**config.mk**
```make
export PLATFORM = sky130hd
export DESIGN_NAME = sad_mode_seq
export DESIGN_NICKNAME = d
export VERILOG_FILES = /design/src/rtl/sad_pkg.sv /design/src/rtl/sad_us_timer.sv /design/src/rtl/sad_cmd_word.sv /design/src/rtl/sad_mode_seq.sv
export SDC_FILE = /design/constraint.sdc
export NUM_CORES = 1
export LEC_CHECK = 0
export ABC_AREA = 1
export ABC_CLOCK_PERIOD_IN_PS = 1450
export BUFFER_PORTS_ARGS = -buffer_cell sky130_fd_sc_hd__buf_4
export CAP_MARGIN = 5
export CORE_MARGIN = 2
export CORE_UTILIZATION = 31
export DETAILED_ROUTE_END_ITERATION = 6
export HOLD_SLACK_MARGIN = 0.06
export PLACE_DENSITY = 0.53
export SLEW_MARGIN = 20
export SYNTH_ARGS = -nofsm -noshare
export SYNTH_HDL_FRONTEND = slang
export SYNTH_SLANG_ARGS = --single-unit
export TNS_END_PERCENT = 30
```
**constraint.sdc**
```tcl
create_clock -name clk -period 1.45 [get_ports clk]
set_input_delay 0 -clock clk [delete_from_list [all_inputs] [get_ports clk]]
set_output_delay 0 -clock clk [all_outputs]
set_load 0.03 [all_outputs]
```
**src/rtl/sad_pkg.sv**
```systemverilog
package sad_pkg;

    localparam int MODE_W   = 2;
    localparam int ADC_CW   = 5;
    localparam int GPIO_CW  = 4;
    localparam int WORD_W   = 16;

    localparam logic [MODE_W-1:0] MODE_COMPOSITE = 2'd0;
    localparam logic [MODE_W-1:0] MODE_AUTO2     = 2'd1;

    localparam logic [5:0]        COMP_HEAD  = 6'b100011;
    localparam logic [WORD_W-1:0] AUTO2_WORD = 16'h3FC0;

    typedef enum logic [1:0] {
        ERR_OK      = 2'd0,
        ERR_TIMEOUT = 2'd1,
        ERR_MODE    = 2'd2
    } err_e;

    typedef enum logic [2:0] {
        ST_IDLE,
        ST_POLL,
        ST_GAP,
        ST_LAUNCH,
        ST_SETTLE,
        ST_FIN
    } seq_state_e;

    typedef struct packed {
        logic [WORD_W-1:0] word;
        logic              valid;
    } cmd_t;

    function automatic cmd_t make_cmd(input logic [MODE_W-1:0]  mode,
                                      input logic [ADC_CW-1:0]  adc_cnt,
                                      input logic [GPIO_CW-1:0] gpio_cnt);
        cmd_t             c;
        logic [ADC_CW-1:0] last;
        last = adc_cnt - 1'b1;
        c.valid = 1'b1;
        case (mode)
            MODE_COMPOSITE: c.word = {COMP_HEAD, last[3:0], 4'b0000, gpio_cnt[1:0]};
            MODE_AUTO2:     c.word = AUTO2_WORD;
            default: begin
                c.word  = '0;
                c.valid = 1'b0;
            end
        endcase
        return c;
    endfunction

endpackage

```
**src/rtl/sad_us_timer.sv**
```systemverilog
module sad_us_timer #(
    parameter int CLK_PER_US = 200,
    parameter int MAX_US     = 20
) (
    input  logic                           clk,
    input  logic                           rst,
    input  logic                           run_i,
    input  logic [$clog2(MAX_US+1)-1:0]    target_us_i,
    output logic                           expire_o
);
    localparam int CYC_W = (CLK_PER_US > 1) ? $clog2(CLK_PER_US) : 1;
    localparam int US_W  = $clog2(MAX_US + 1);
    localparam logic [CYC_W-1:0] CYC_LAST = CYC_W'(CLK_PER_US - 1);

    logic [CYC_W-1:0] cyc_q;
    logic [US_W-1:0]  us_q;

    always_ff @(posedge clk) begin
        if (rst || !run_i) begin
            cyc_q <= '0;
            us_q  <= '0;
        end else if (cyc_q == CYC_LAST) begin
            cyc_q <= '0;
            us_q  <= us_q + 1'b1;
        end else begin
            cyc_q <= cyc_q + 1'b1;
        end
    end

    assign expire_o = run_i && (cyc_q == CYC_LAST) && (us_q == target_us_i - 1'b1);

    AST_CYC_RANGE: assert property (@(posedge clk) disable iff (rst)
        cyc_q <= CYC_LAST);

    AST_US_RANGE: assert property (@(posedge clk) disable iff (rst)
        run_i |-> (us_q < target_us_i));

endmodule

```
**src/rtl/sad_cmd_word.sv**
```systemverilog
module sad_cmd_word
    import sad_pkg::*;
(
    input  logic [MODE_W-1:0]  mode_i,
    input  logic [ADC_CW-1:0]  adc_cnt_i,
    input  logic [GPIO_CW-1:0] gpio_cnt_i,
    output cmd_t               cmd_o
);
    always_comb begin
        cmd_o = make_cmd(mode_i, adc_cnt_i, gpio_cnt_i);
    end
endmodule

```
**src/rtl/sad_mode_seq.sv**
```systemverilog
module sad_mode_seq
    import sad_pkg::*;
#(
    parameter int CLK_PER_US = 200,
    parameter int POLL_TRIES = 10,
    parameter int SETTLE_US  = 20
) (
    input  logic               clk,
    input  logic               rst,
    input  logic               start_i,
    input  logic [1:0]         mode_i,
    input  logic [4:0]         adc_cnt_i,
    input  logic [3:0]         gpio_cnt_i,
    input  logic               spi_busy_i,
    output logic               spi_start_o,
    output logic [15:0]        spi_data_o,
    output logic               busy_o,
    output logic               done_o,
    output logic [1:0]         err_o
);
    localparam int TRY_W = $clog2(POLL_TRIES + 1);
    localparam int US_W  = $clog2(SETTLE_US + 1);
    localparam logic [TRY_W-1:0] TRY_LAST = TRY_W'(POLL_TRIES - 1);

    seq_state_e        st_q;
    logic [TRY_W-1:0]  tries_q;
    logic [WORD_W-1:0] word_q;
    err_e              err_q;
    cmd_t              cmd;
    logic              tmr_run;
    logic              tmr_exp;
    logic [US_W-1:0]   tmr_target;

    sad_cmd_word u_word (
        .mode_i     (mode_i),
        .adc_cnt_i  (adc_cnt_i),
        .gpio_cnt_i (gpio_cnt_i),
        .cmd_o      (cmd)
    );

    assign tmr_run    = (st_q == ST_GAP) || (st_q == ST_SETTLE);
    assign tmr_target = (st_q == ST_SETTLE) ? US_W'(SETTLE_US) : US_W'(1);

    sad_us_timer #(
        .CLK_PER_US (CLK_PER_US),
        .MAX_US     (SETTLE_US)
    ) u_timer (
        .clk         (clk),
        .rst         (rst),
        .run_i       (tmr_run),
        .target_us_i (tmr_target),
        .expire_o    (tmr_exp)
    );

    always_ff @(posedge clk) begin
        if (rst) begin
            st_q    <= ST_IDLE;
            tries_q <= '0;
            word_q  <= '0;
            err_q   <= ERR_OK;
        end else begin
            case (st_q)
                ST_IDLE: begin
                    if (start_i) begin
                        if (cmd.valid) begin
                            word_q  <= cmd.word;
                            tries_q <= '0;
                            st_q    <= ST_POLL;
                        end else begin
                            err_q <= ERR_MODE;
                            st_q  <= ST_FIN;
                        end
                    end
                end
                ST_POLL: begin
                    if (!spi_busy_i) begin
                        st_q <= ST_LAUNCH;
                    end else if (tries_q == TRY_LAST) begin
                        err_q <= ERR_TIMEOUT;
                        st_q  <= ST_FIN;
                    end else begin
                        tries_q <= tries_q + 1'b1;
                        st_q    <= ST_GAP;
                    end
                end
                ST_GAP: begin
                    if (tmr_exp) st_q <= ST_POLL;
                end
                ST_LAUNCH: st_q <= ST_SETTLE;
                ST_SETTLE: begin
                    if (tmr_exp) begin
                        err_q <= ERR_OK;
                        st_q  <= ST_FIN;
                    end
                end
                ST_FIN:  st_q <= ST_IDLE;
                default: st_q <= ST_IDLE;
            endcase
        end
    end

    assign spi_start_o = (st_q == ST_LAUNCH);
    assign spi_data_o  = word_q;
    assign busy_o      = (st_q != ST_IDLE) && (st_q != ST_FIN);
    assign done_o      = (st_q == ST_FIN);
    assign err_o       = err_q;

    AST_START_PULSE: assert property (@(posedge clk) disable iff (rst)
        spi_start_o |=> !spi_start_o);

    AST_LAUNCH_IDLE: assert property (@(posedge clk) disable iff (rst)
        spi_start_o |-> $past(!spi_busy_i));

    AST_BAD_MODE: assert property (@(posedge clk) disable iff (rst)
        (!busy_o && !done_o && start_i && (mode_i > 2'd1)) |=> (done_o && err_o == 2'd2));

    AST_DONE_PULSE: assert property (@(posedge clk) disable iff (rst)
        done_o |=> !done_o);

    AST_ERR_HOLD: assert property (@(posedge clk) disable iff (rst)
        !done_o |-> $stable(err_o));

    AST_WORD_HOLD: assert property (@(posedge clk) disable iff (rst)
        busy_o && $past(busy_o) |-> $stable(spi_data_o));

endmodule

```
==> results of run 1 <==
-- flip-flops by register name (all words and copies together) (netlist names) --
signal and flops:
spi_data_o 9, st_q 3, tries_q 4, u_timer.us_q 5, u_timer.cyc_q 8, err_o 2
-- layer usage --
| layer | GRT usage | vias up | part of all wire |
|---|---|---|---|
| met3 | 0.03347 | 5 | 0.036 |
| met1 | 0.1658 | 612 | 0.51 |
| li1 | - | 756 | - |
| met2 | 0.1540 | 24 | 0.44 |
| met5 | 0 | - | 0 |
| met4 | 0.05952 | 0 | 0.015 |
-- final timing paths --
| check | cells past startpoint | startpoint | to |
|---|---|---|---|
| min reg2reg | 2 | spi_data_o[1] | spi_data_o[1] |
| max reg2reg | 8 | st_q[2] | err_o[1] |
| min | 4 | adc_cnt_i[1] | spi_data_o[9] |
| max | 8 | st_q[2] | err_o[1] |
-- critical path, stage by stage (launching register included) --
cell and delay [ns]:
sky130_fd_sc_hd__dfxtp_1 0.37, sky130_fd_sc_hd__inv_2 0.13, sky130_fd_sc_hd__nand3_2 0.13, sky130_fd_sc_hd__nor2_4 0.18, sky130_fd_sc_hd__o21ai_1 0.07, sky130_fd_sc_hd__nor2_1 0.14
sky130_fd_sc_hd__nand2_1 0.10, sky130_fd_sc_hd__nand2_1 0.06, sky130_fd_sc_hd__a21oi_1 0.05
-- per-stage QoR --
step / utilization / hold WS, ns / instance area, um2 / worst slack, ns / cells
finish: 0.4371 / 0.1019 / 2092 / 0.09783 / 324
global route: 0.4371 / 0.1244 / 2092 / -0.01060 / 324
CTS: 0.4180 / 0.08939 / 2001 / 0.02969 / 320
detailed placement: 0.3843 / 0.2042 / 1839 / 0.04509 / 304
global placement: 0.3843 / 0.2075 / 1839 / 0.04525 / 304
floorplan: - / 0.08981 / 1573 / 0.08823 / 213
-- where the power goes --
part | total [mW] | switching [mW] | internal [mW] | leakage, nW
Clock | 0.643 | 0.307 | 0.336 | 0.0422
Sequential | 1.12 | 0.138 | 0.987 | 0.254
Combinational | 1.61 | 0.990 | 0.619 | 0.605
Total | 3.38 | 1.43 | 1.94 | 0.901
-- repair_timing --
item / CTS / global route
hold buffers: 8 / 0
buffers inserted: 0 / 4
endpoints found under the setup margin: 0 / 16
hold endpoints to repair: 11 / 0
resized for setup: 0 / 19
-- layout make-up --
type / instances / area, um2
well taps: 67 / 83.83
multi-input cells: 146 / 839.6
fillers: 489 / 2694
flip-flops and latches: 31 / 626.9
clock inverters: 1 / 5.005
repair buffers: 44 / 350.3
clock buffers: 7 / 76.32
inverters: 28 / 110.1
-- cell usage after synthesis --
cell type | number | area share
sky130_fd_sc_hd__nand2_2 | 2 | 0.0080
sky130_fd_sc_hd__xnor2_1 | 3 | 0.017
sky130_fd_sc_hd__o21ai_2 | 1 | 0.0056
sky130_fd_sc_hd__inv_1 | 23 | 0.055
sky130_fd_sc_hd__inv_2 | 5 | 0.012
sky130_fd_sc_hd__o21ai_1 | 2 | 0.0064
sky130_fd_sc_hd__a21oi_2 | 1 | 0.0056
sky130_fd_sc_hd__o21ai_0 | 8 | 0.026
sky130_fd_sc_hd__nor2_2 | 3 | 0.012
sky130_fd_sc_hd__a21oi_1 | 13 | 0.042
sky130_fd_sc_hd__o21a_1 | 2 | 0.0096
sky130_fd_sc_hd__nor3b_1 | 3 | 0.014
sky130_fd_sc_hd__a31oi_1 | 1 | 0.0040
sky130_fd_sc_hd__nor3_1 | 4 | 0.013
sky130_fd_sc_hd__buf_4 | 7 | 0.034
sky130_fd_sc_hd__nand4_1 | 4 | 0.016
sky130_fd_sc_hd__buf_2 | 1 | 0.0032
sky130_fd_sc_hd__nor2_4 | 2 | 0.014
sky130_fd_sc_hd__nand2_1 | 33 | 0.080
sky130_fd_sc_hd__o211ai_1 | 1 | 0.0048
sky130_fd_sc_hd__nor2_1 | 30 | 0.072
sky130_fd_sc_hd__ha_1 | 5 | 0.040
sky130_fd_sc_hd__dfxtp_1 | 31 | 0.40
sky130_fd_sc_hd__xor2_1 | 4 | 0.022
sky130_fd_sc_hd__nor3_2 | 1 | 0.0064
sky130_fd_sc_hd__o21bai_1 | 1 | 0.0048
sky130_fd_sc_hd__a211oi_1 | 1 | 0.0048
sky130_fd_sc_hd__conb_1 | 1 | 0.0024
sky130_fd_sc_hd__nand3_1 | 13 | 0.042
sky130_fd_sc_hd__nand3_2 | 2 | 0.013
sky130_fd_sc_hd__nand3_4 | 1 | 0.011
-- kinds of logic after synthesis --
kind of cell,synth area share
other cells,0.002407
buf+inv,0.1044
flops,0.3984
xor+xnor,0.03936
compound gates,0.1133
fa+ha+maj,0.04016
simple gates,0.3020
==> key figures, run 1 <==
Routing
  – Number of iterations in the first detailed-routing pass: 4
  – Detail Route Antenna Nets: 0
  – DR vias: 1397
  – Wire length reported by the detailed router: 3228 um
  – Vias per std cell: 4.312
  – Violation count after the first detailed-route iteration: 51
  – DRC Markers: 0
  – Routed len/inst: 9.963 um

STA
  – Setup total negative slack: 0 ns
  – Timing-limited maximum frequency: 739.6 MHz
  – Worst Clk Skew: 0.005677 ns
  – Portion of the clock cycle consumed by the worst path in the final layout: 0.9325
  – Final critical delay including setup and external delays: 1.352 ns
  – Max-slew violation total from the final report: 0
  – Endpoints failing setup: 0
  – RSZ-0062 raised after global routing: true
  – Final number of hold-violating endpoints: 0

Clock network
  – Clock-pin slew reported for the worst setup and hold paths after clock tree synthesis: 0.06 ns
  – Clock buffers created by TritonCTS: 5
  – Clock Sinks: 31
  – TritonCTS clock tree: built
  – Clock Latency Late Sink: 0.28 ns
  – Root buffer cell: sky130_fd_sc_hd__clkbuf_8
  – Buffers from clock root to sink, at most: 2
  – Number of H-tree branching levels: 2

Critical path
  – Crit Path Category: register to register
  – Register-to-Register Setup Slack: 0.1 ns
  – Critical-path maximum fanout: 6
  – Crit path required time: 1.62 ns
  – Kind of end point of the critical path: register
  – Crit path arrival time: 1.52 ns
  – Element type at the critical path start: register

Placement
  – HPWL reported at the end of detailed placement: 2349 um
  – Count of input and output buffers: 27
  – Routability-driven placement congestion ratio: 0.8013

Yosys
  – Distinct cells, synth: 31
  – Post-Syn Area per Cell: 7.453 um2
  – Number of cells produced by synthesis: 209
  – Cell area after synthesis: 1558 um2
  – Register bit total from synthesis: 31
  – Seq/Total Area, Yosys: 0.3984
  – Synthesis Warnings: 0

Layout
  – Share of post-route cells with drive strength above 1: 0.2879
  – Most common cell after layout, fill and taps aside: sky130_fd_sc_hd__buf_4
  – Net count, final: 276
  – P&R area growth vs syn: 34.30%
  – Ant. Diodes: 0
  – Commonest cells after routing, fill and taps aside: 36 x sky130_fd_sc_hd__buf_4, 29 x sky130_fd_sc_hd__nand2_1, 29 x sky130_fd_sc_hd__nor2_1

Global routing
  – Overall track demand over capacity in global routing: 0.1152
  – Vias in the first global route: 1127
  – Aggregate global routing overflow: 0
  – Number of antenna violations at the first check in global routing: 0
  – Pin count of the biggest net entering global routing: 10
  – Wire length of the first global-routing pass: 4919 um

Floorplanning
  – Core Footprint: 4786 um2
  – Die Wd: 74.89 um
  – Total Die Area: 5608 um2
  – Count of standard-cell rows: 25
  – Height of the chip: 74.89 um
  – Starting Density: 0.3255
  – Number of primary I/O pins: 36

Power and ir drop
  – Largest vdd supply drop: 809.9 uV
  – Leakage power: 0.9015 nW
  – Areal power density over the cells: 1614 nW/um2
  – Power, Total: 3.377 mW

Run status
  – Run status: finished clean

Run
  – Count of maximum capacitance violations: 0

Min path
  – Hold Path Class: input pin to register
No activity file was read; power rests on OpenSTA's default activity.
==> run 2, diff against run 1 <==
--- a/config.mk
+++ b/config.mk
@@ -5,15 +5,15 @@
 export SDC_FILE = /design/constraint.sdc
 export NUM_CORES = 1
 export LEC_CHECK = 0
-export ABC_AREA = 1
+export ABC_AREA = 0
 export ABC_CLOCK_PERIOD_IN_PS = 1450
 export BUFFER_PORTS_ARGS = -buffer_cell sky130_fd_sc_hd__buf_4
 export CAP_MARGIN = 5
 export CORE_MARGIN = 2
-export CORE_UTILIZATION = 31
+export CORE_UTILIZATION = 48
 export DETAILED_ROUTE_END_ITERATION = 6
 export HOLD_SLACK_MARGIN = 0.06
-export PLACE_DENSITY = 0.53
+export PLACE_DENSITY = 0.75
 export SLEW_MARGIN = 20
 export SYNTH_ARGS = -nofsm -noshare
 export SYNTH_HDL_FRONTEND = slang
==> key figures, run 2 <==
Run status
  – Run status: finished clean

Routing
  – Violation count after the first detailed-route iteration: 59 (+16%)
  – DRC Markers: 0 (unchanged)
  – Detail Route Antenna Nets: 0 (unchanged)
  – Wire length reported by the detailed router: 3371 um (+4.4%)
  – Routed len/inst: 11.58 um (+16%)
  – DR vias: 1401 (+0.29%)
  – Number of iterations in the first detailed-routing pass: 4 (unchanged)
  – Vias per std cell: 4.814 (+12%)

Power and ir drop
  – Power, Total: 3.322 mW (-1.6%)
  – Leakage power: 0.9163 nW (+1.6%)
  – Part of the total power dissipated in combinational logic: 0.456 (-0.020)
  – Internal power summed over all cells: 2.079 mW (+7.0%)
  – Clock Power Share: 0.210 (+0.020)
  – Part of the power in registers: 0.334 (about the same)
  – Proportion of total power due to net switching: 0.3743 (-0.05045)
  – Net Sw Power: 1.244 mW (-13%)
  – Largest vdd supply drop: 716.0 uV (-12%)
  – Areal power density over the cells: 1522 nW/um2 (-5.7%)

Global routing
  – Wire length of the first global-routing pass: 5195 um (+5.6%)
  – Vias in the first global route: 1268 (+13%)
  – Number of antenna violations at the first check in global routing: 0 (unchanged)
  – Overall track demand over capacity in global routing: 0.1867 (+0.07154)
  – Pin count of the biggest net entering global routing: 19 (+9)
  – Aggregate global routing overflow: 0 (unchanged)

Yosys
  – Register bit total from synthesis: 31 (unchanged)
  – Fraction of post-synthesis cell area in the top cell type by area: 0.3839 (-0.01449)
  – Seq/Total Area, Yosys: 0.3839 (-0.01449)
  – Largest area contributor in the synthesized netlist: sky130_fd_sc_hd__dfxtp_1
  – Cells taking the most area after synthesis: sky130_fd_sc_hd__dfxtp_1 38%, sky130_fd_sc_hd__nor2_1 7.0%, sky130_fd_sc_hd__xor2_1 4.9%, sky130_fd_sc_hd__nand2_1 3.9%, sky130_fd_sc_hd__ha_1 3.9%
  – Post-Syn Area per Cell: 8.599 um2 (+15%)
  – Predominant post-synthesis flop cell: sky130_fd_sc_hd__dfxtp_1
  – Cell area after synthesis: 1617 um2 (+3.8%)
  – Most instantiated library cell after synthesis: sky130_fd_sc_hd__dfxtp_1
  – Commonest cells post-synth: 31 x sky130_fd_sc_hd__dfxtp_1, 30 x sky130_fd_sc_hd__nor2_1, 17 x sky130_fd_sc_hd__nand2_1
  – Distinct cells, synth: 45 (+45%)
  – Post-synth ARST share: 0 (unchanged)
  – Number of flops mapped to enable cells by yosys: 0 (unchanged)
  – Synthesis Warnings: 0 (unchanged)
  – Number of cells produced by synthesis: 188 (-10%)

Placement
  – HPWL reported at the end of detailed placement: 2386 um (+1.5%)
  – Count of input and output buffers: 27 (unchanged)
  – Routability-driven placement congestion ratio: 0.8307 (+3.7%)

STA
  – Portion of the clock cycle consumed by the worst path in the final layout: 0.9882 (+0.05571)
  – Max-slew violation total from the final report: 0 (unchanged)
  – Worst Clk Skew: 0.009298 ns (+0.003621 ns)
  – Final critical delay including setup and external delays: 1.433 ns (+0.08079 ns)
  – RSZ-0062 raised after global routing: true
  – Endpoints failing setup: 0 (unchanged)
  – Timing-limited maximum frequency: 697.9 MHz (-5.6%)
  – Final number of hold-violating endpoints: 0 (unchanged)

Critical path
  – Cell count of the worst reg-to-reg path: 7 (-1)
  – Crit Path Category: register to register
  – Critical-path maximum fanout: 7 (+1)
  – Critical register-to-register path startpoint: u_timer.cyc_q[1]
  – Register-to-Register Setup Slack: 0.02 ns (-0.08 ns)
  – Crit path arrival time: 1.71 ns (+0.19 ns)
  – Kind of end point of the critical path: register
  – Crit path required time: 1.72 ns (+0.10 ns)
  – Reg2Reg Capture Point: st_q[0]
  – Source of the critical timing path: u_timer.cyc_q[1]
  – Element type at the critical path start: register

Layout
  – Ant. Diodes: 0 (unchanged)
  – Net count, final: 264 (-4.3%)
  – Most common cell after layout, fill and taps aside: sky130_fd_sc_hd__buf_4
  – Layout filler cell count: 273 (-44%)
  – Largest register FFs: 9 (unchanged)
  – P&R area growth vs syn: 35.06%
  – Core occupancy in the finished layout: 0.6648 (+0.2276)
  – Share of post-route cells with drive strength above 1: 0.3306 (+0.04267)
  – Commonest cells after routing, fill and taps aside: 50 x sky130_fd_sc_hd__buf_4, 28 x sky130_fd_sc_hd__nor2_1, 27 x sky130_fd_sc_hd__dfxtp_1

Min path
  – Worst hold path depth: 5 (+1)
  – Hold Path Class: input pin to register
  – Endpoint of the worst hold-timing path: spi_data_o[11]
  – Startpoint of the lowest-slack hold path: mode_i[1]

Clock network
  – Buffers from clock root to sink, at most: 2 (unchanged)
  – Root buffer cell: sky130_fd_sc_hd__clkbuf_4
  – Clock Sinks: 31 (unchanged)
  – Number of H-tree branching levels: 2 (unchanged)
  – TritonCTS clock tree: built
  – Clock-pin slew reported for the worst setup and hold paths after clock tree synthesis: 0.10 ns (+0.04 ns)
  – Clock Latency Late Sink: 0.32 ns (+0.04 ns)
  – Clock buffers created by TritonCTS: 5 (unchanged)

Floorplanning
  – Number of primary I/O pins: 36 (unchanged)
  – Starting Density: 0.4922 (+0.1667)
  – Core Footprint: 3284 um2 (-31%)
  – Height of the chip: 62.03 um (-17%)
  – Total Die Area: 3848 um2 (-31%)
  – Die Wd: 62.03 um (-17%)
  – Count of standard-cell rows: 21 (-16%)

Run
  – Count of maximum capacitance violations: 0 (unchanged)
-- run 2: metal layers --
layer  track usage  wire length, um  vias to the layer above
li1              -                -                      748
met4       0.04559               13                        0
met5             0                0                        -
met3       0.07246              102                        3
met2        0.3289             1723                       15
met1        0.2113             1530                      635
-- run 2: layout make-up --
class                      count  area [um2]  area share
clock buffer                   6       51.30     0.02350
clock inverter                 2       35.03     0.01605
inverter                       6       22.52     0.01032
multi-input combinational    140       914.6      0.4189
sequential                    31       625.6      0.2865
tap                           46       57.56     0.02636
timing repair buffer          60       476.7      0.2183
-- run 2: worst max path at each step --
stage,endpoint,cells after the start
detailed placement,err_o[0],7
finish,st_q[0],7
floorplan,st_q[0],6
global route,st_q[0],7
CTS,st_q[0],7
global placement,st_q[0],7
-- run 2: power groups by stage --
| stage | clock, mW | sequential [mW] | combinational (mW) |
|---|---|---|---|
| detailed placement | 0 | 1.12 | 1.45 |
| global route | 0.767 | 1.13 | 1.65 |
| CTS | 0.721 | 1.10 | 1.47 |
| floorplan | 0 | 1.18 | 0.893 |
| global placement | 0 | 1.11 | 1.44 |
| finish | 0.699 | 1.11 | 1.52 |
-- run 2: cells by family (layout without fill, tap and decap cells) --
group	Yosys count	after routing	synth area share
other	1	5	0.002320
muxes	1	1	0.006192
DFF	31	31	0.3839
adders and majority gates	5	5	0.03870
AOI/OAI and AO/OA	28	28	0.1161
and+or+nand+nor	85	85	0.2779
buffers and inverters	21	74	0.08824
xor gates and xnor gates	16	16	0.08669
-- run 2: through the flow --
stage               hold slack, ns   TNS, ns  area, um2  std cells  setup WS, ns
finish                      0.1689         0       2183        291       0.01704
floorplan                   0.1522    -1.119       1662        192       -0.1512
CTS                        0.06558  -0.02280       2147        289      -0.02280
global route                0.1664   -0.8510       2183        291       -0.1081
global placement            0.2822  -0.09312       1967        272      -0.03866
detailed placement          0.2867   -0.2804       1967        272      -0.09521
-- run 2: what timing repair did --
action / 4_1_cts / 5_1_grt
gates resized for setup: 3 / 8
hold buffers: 8 / 1
hold endpoints to repair: 18 / 1
gates cloned: 0 / 0
pin swaps: 3 / 9
endpoints found under the setup margin: 6 / 24
setup buffers: 1 / 1
-- run 2: worst max-delay path, stage by stage, from the launching register on --
cell and delay (ns):
sky130_fd_sc_hd__dfxtp_2 0.35, sky130_fd_sc_hd__ha_4 0.15, sky130_fd_sc_hd__nand4_4 0.10, sky130_fd_sc_hd__nor4_4 0.16
sky130_fd_sc_hd__buf_6 0.16, sky130_fd_sc_hd__nand4_2 0.10, sky130_fd_sc_hd__a22oi_2 0.20, sky130_fd_sc_hd__a32o_1 0.17
